**src/rtl/ts_capture_latch.sv**
```systemverilog
module ts_capture_latch #(
  parameter int WORD_W = 32,
  parameter int MODE_W = 3,
  parameter int CTL_W  = 32
) (
  input  logic                clk,
  input  logic                rst_n,
  input  logic [2*WORD_W-1:0] time_now,
  input  logic                stamp_req,
  input  logic                ctl_wr,
  input  logic                ctl_wr_en,
  input  logic [MODE_W-1:0]   ctl_wr_mode,
  input  logic                rd_hi,
  output logic [WORD_W-1:0]   stamp_lo,
  output logic [WORD_W-1:0]   stamp_hi,
  output logic                stamp_valid,
  output logic [CTL_W-1:0]    ctl_rdata
);
  localparam int PAD_W = CTL_W - 2 - MODE_W;

  logic              en_q;
  logic [MODE_W-1:0] mode_q;
  logic              valid_q;
  logic [WORD_W-1:0] lo_q, hi_q;

  wire disabling = ctl_wr & ~ctl_wr_en;
  wire capture   = en_q & stamp_req & (~valid_q | rd_hi) & ~disabling;

  always_ff @(posedge clk) begin
    if (!rst_n) begin
      en_q    <= 1'b0;
      mode_q  <= '0;
      valid_q <= 1'b0;
      lo_q    <= '0;
      hi_q    <= '0;
    end else begin
      if (ctl_wr) begin
        en_q   <= ctl_wr_en;
        mode_q <= ctl_wr_mode;
      end
      if (capture) begin
        lo_q <= time_now[WORD_W-1:0];
        hi_q <= time_now[2*WORD_W-1:WORD_W];
      end
      if (disabling)    valid_q <= 1'b0;
      else if (capture) valid_q <= 1'b1;
      else if (rd_hi)   valid_q <= 1'b0;
    end
  end

  assign stamp_lo    = lo_q;
  assign stamp_hi    = hi_q;
  assign stamp_valid = valid_q;
  assign ctl_rdata   = {{PAD_W{1'b0}}, mode_q, en_q, valid_q};

  AST_CAPTURE_COHERENT: assert property (@(posedge clk) disable iff (!rst_n)
    ctl_rdata[1] && stamp_req && !stamp_valid && !(ctl_wr && !ctl_wr_en)
    |=> stamp_valid && stamp_lo == $past(time_now[WORD_W-1:0])
        && stamp_hi == $past(time_now[2*WORD_W-1:WORD_W]));

  AST_HOLD_LOCKED: assert property (@(posedge clk) disable iff (!rst_n)
    stamp_valid && !rd_hi |=> $stable(stamp_lo) && $stable(stamp_hi));

  AST_RELEASE: assert property (@(posedge clk) disable iff (!rst_n)
    stamp_valid && rd_hi && !stamp_req |=> !stamp_valid && $stable(stamp_hi));

  AST_REARM_SAME_CYCLE: assert property (@(posedge clk) disable iff (!rst_n)
    stamp_valid && rd_hi && stamp_req && ctl_rdata[1] && !(ctl_wr && !ctl_wr_en)
    |=> stamp_valid && stamp_hi == $past(time_now[2*WORD_W-1:WORD_W]));

  AST_OFF_NO_CAPTURE: assert property (@(posedge clk) disable iff (!rst_n)
    !ctl_rdata[1] && !stamp_valid |=> !stamp_valid && $stable(stamp_lo));

  AST_DISABLE_CLEARS: assert property (@(posedge clk) disable iff (!rst_n)
    ctl_wr && !ctl_wr_en |=> !stamp_valid && !ctl_rdata[1]);

  AST_IDLE_READ: assert property (@(posedge clk) disable iff (!rst_n)
    !stamp_valid && !stamp_req |=> !stamp_valid);
endmodule

```
**config.mk**
```make
export PLATFORM = sky130hd
export DESIGN_NAME = ts_capture_latch
export DESIGN_NICKNAME = d
export VERILOG_FILES = /design/src/rtl/ts_capture_latch.sv
export SDC_FILE = /design/constraint.sdc
export NUM_CORES = 1
export LEC_CHECK = 0
export ABC_AREA = 1
export BUFFER_PORTS_ARGS = -buffer_cell sky130_fd_sc_hd__buf_2
export CAP_MARGIN = 20
export CORE_ASPECT_RATIO = 0.75
export CORE_MARGIN = 4
export CORE_UTILIZATION = 45
export CTS_BUF_LIST = sky130_fd_sc_hd__clkbuf_8
export CTS_CLUSTER_SIZE = 16
export DETAILED_ROUTE_END_ITERATION = 7
export GPL_TIMING_DRIVEN = 0
export PLACE_DENSITY = 0.81
export SLEW_MARGIN = 10
export SYNTH_ARGS = -nofsm -noshare
export SYNTH_HDL_FRONTEND = slang
export SYNTH_SLANG_ARGS = --single-unit
```
**constraint.sdc**
```tcl
create_clock -name clk -period 1.4 [get_ports clk]
set_input_delay 0.14 -clock clk [delete_from_list [all_inputs] [get_ports clk]]
set_output_delay 0.14 -clock clk [all_outputs]
set_load 0.01 [all_outputs]
```
After elaboration in Yosys (flattened, before gate mapping)
Index checks and enable logic that the tools add are counted.

word-level totals
  register bits = 69
  input port bits = 73
  word-level logic and storage cells = 18

operators by class
  muxes and demuxes = 2
  bitwise gates (word level) = 9
  reductions and logical operators = 2

operators by type and width
  cell               number
  $and 1x1->1        4
  $not 1->1          4
  $mux 1             2
  $reduce_bool 2->1  1
  $reduce_or 2->1    1
  $or 1x1->1         1

Longest topological paths before layout
  depth after elaboration = 5
  gate-level depth with buffers = 8

Worst setup path after synthesis
Ideal clock, no wire load.

  path kind = register to register
  from = register valid_q, in the netlist stamp_valid
  to = register hi_q[0], in the netlist stamp_hi[0]
  library setup time = 113 ps
  arrival time = 956 ps
  required time = 1287 ps
  path slack = 331 ps
  cell stages (with the launch flop) = 8
  path buffers = 2
  clock period less this slack = 1069 ps
  path through = dfxtp_1 -> nand2_1 -> nand3_2 -> buf_6 -> buf_6 -> nand2_1 -> nand2_1 -> nor2_1

on the way
  longest elaborated chain between the ends = 4

ends and longest elaborated chain
  item                      line  text
  start, declared           23    logic valid_q;
  start signal, assigned    33    valid_q <= 1'b0;
  start signal, assigned    45    if (disabling) valid_q <= 1'b0;
  start signal, assigned    46    else if (capture) valid_q <= 1'b1;
  $not 1->1                 27    wire capture = en_q & stamp_req & (~valid_q | rd_hi) & ~disabling;
  $or 1x1->1                27
  $and 1x1->1 (2 in a row)  27
  end signal, assigned      43    hi_q <= time_now[2*WORD_W-1:WORD_W];
  end, declared             24    logic [WORD_W-1:0] lo_q, hi_q;

Every way passes these cells.
A chain may end at the register's enable or synchronous reset.

Final worst setup path
  from = register en_q
  to = register lo_q[8], in the netlist stamp_lo[8]

on the way
  longest elaborated chain between the ends = 3

ends and longest elaborated chain
  item                      line  text
  start, declared           21    logic en_q;
  start signal, assigned    38    en_q <= ctl_wr_en;
  $and 1x1->1 (3 in a row)  27
  end signal, assigned      42    lo_q <= time_now[WORD_W-1:0];
  end, declared             24

Every way passes these cells.

==> impl_metrics.tcl <==
set metrics [dict create \
    dieArea_um2 8250 \
    leakagePower_nw 2.68 \
    place_ws_ns 0.223 \
    fp.dieW_um 104 \
    finish.utilization_pct 65.3 \
    drive_gt1_share_pct 31.5 \
    first_global_vias 2794 \
    clock_latency_ns 0.33 \
    cts_tree "done" \
    cp.arrival_ns 1.43 \
    post_drt_via_cell_ratio 4.15 \
    antenna_found_initial 0 \
    gp_congestion 0.806 \
    worst_slack_ns 0.200 \
    drtIter0Drc 97 \
    yosys_warnings 0 \
    synth.distinct_cells 12 \
    yosysSeqAreaShare_pct 44.8 \
    drt_pass1_iterations 4 \
    layout_common_cells "buf_2, nor2_1, nand2_1" \
    ys_ff_latch 69 \
    skew_ns 0.00731 \
    rrSetupSlack_ns 0.20 \
    final_common_cell "buf_2" \
    cts_max_level 3 \
    p_per_area_nw_per_um2 1120 \
    initial_core_util_pct 47.6 \
    place_hpwl_mm 5.87 \
    clock-sinks 69 \
    grt_max_degree 12 \
    path_clk_slew_ns 0.07 \
    timing.setup.tns_ns 0 \
    numCtsBuffers 9 \
    fill_cells 570 \
    wl_per_cell_um 10.5 \
    die_h_um 79.7 \
    fin_crit_ns 1.20 \
    diodes 0 \
    avgSynthCellArea_um2 6.67 \
    track_usage_pct 18.4 \
    rsz0062_at_grt "no" \
    cp_slowest_cell "dfxtp_1" \
    maxCapViolCount 0 \
    area_growth_pct 37.1 \
    cts_setup_buffers 0 \
    rows 25 \
    endpoint_kind "flip-flop" \
    post_cts_resized 0 \
    status "complete, no violations" \
    ir_drop_v 0.000838 \
    grt_overflow 0 \
    hp-class "in -> reg" \
    regArea_um2 1380 \
    crit_path_max_incr_delay_ns 0.37 \
    grt_pass1_wl_mm 12.4 \
    place.port_buffers 141 \
    crit_path_start_kind "flip-flop" \
    core_area_um2 6470 \
    crit_path_cell_trace "nand2_1 -> inv_1 -> nand3_2 -> buf_4 -> buf_6 -> nor2_1 -> nor2_1" \
    vias 3013 \
    finalSetupViolCount 0 \
    finalHoldViolCount 0 \
    route.detailed.drc 0 \
    syn_area_um2 3080 \
    cpMostUsedCell "nor2_1" \
    clock_path_buffers 2 \
    routed_wirelength_mm 7.65 \
    max_clock_freq_mhz 833 \
    cts_root_buf "clkbuf_8" \
    critPathKind "reg -> reg" \
    fin_crit_sh_pct 85.7 \
    required_ns 1.63 \
    holdBufCountCts 0 \
    syn_inst 462 \
    cp_max_fo 10 \
    ant_nets 0 \
    final_net_count 713 \
    io_pins 170 \
    multi_input_area_um2 1140 \
    finalMaxSlewViolations 0 \
]
==> critical path, delay by kind of cell (launching register included) <==
family	cells	cell delay (ns)
buffers and inverters	3	0.40
flip-flops	1	0.37
AND/OR/NAND/NOR	4	0.32
==> through the flow <==
step	hold WS [ns]	power [W]	instances	area, um^2
after global routing	0.0221	0.00495	726	4230
after detailed placement	0.369	0.00283	710	3990
after global placement	0.361	0.00282	710	3990
after CTS	0.0121	0.00478	726	4230
final	0.0270	0.00473	726	4230
after floorplan	0.275	0.00257	488	3180
==> metal layers <==
metal	global-route usage [%]	share of wire, %
met1	20.9	42
met3	6.87	9.2
met2	31.7	47
met5	0	0
met4	7.30	2.5
==> final cells by class <==
type / count / area share, %
multi-input combinational: 300 / 26.9
tap: 81 / 2.40
clock inverter: 6 / 2.43
sequential: 69 / 32.7
buffer: 51 / 9.62
timing repair buffer: 141 / 16.7
clock buffer: 10 / 3.26
inverter: 68 / 6.04
==> synth_stat cells <==
cell,instances,area (um^2)
buf_1,4,15.0
dfxtp_1,69,1380
buf_4,30,225
a21oi_1,1,5.00
nand3_2,1,10.0
nor2_1,136,510
buf_2,4,20.0
buf_6,13,146
nand2_1,132,495
inv_1,68,255
o21ai_0,3,15.0
conb_1,1,3.75
==> kinds of logic (layout without fill, tap and decap cells) <==
family / Yosys count / after routing / share of synthesized area (%)
flip-flops: 69 / 69 / 44.8
AND/OR/NAND/NOR: 269 / 269 / 33.0
AO/OA/AOI/OAI: 4 / 4 / 0.649
buffers and inverters: 119 / 276 / 21.5
other: 1 / 27 / 0.122
==> path summary, 6_finish.rpt <==
check                             startpoint      endpoint  cells past startpoint
worst max-delay path                    en_q   stamp_lo[8]                      7
worst min-delay path            time_now[42]  stamp_hi[10]                      3
worst min register to register   stamp_hi[8]   stamp_hi[8]                      4
worst max register to register          en_q   stamp_lo[8]                      7
==> report_power, final <==
group	switching [W]	total [W]	internal, W	leakage, nW
clock	0.000715	0.00193	0.00122	0.129
sequential	0.0000490	0.00211	0.00207	0.563
combinational	0.000368	0.000678	0.000310	1.99
total	0.00113	0.00473	0.00359	2.68
==> registers in the layout, indices dropped and copies added (netlist names) <==
register and flops:
en_q 1, stamp_lo 32, stamp_hi 32, mode_q 3, stamp_valid 1
(Power assumes the default switching activity.)
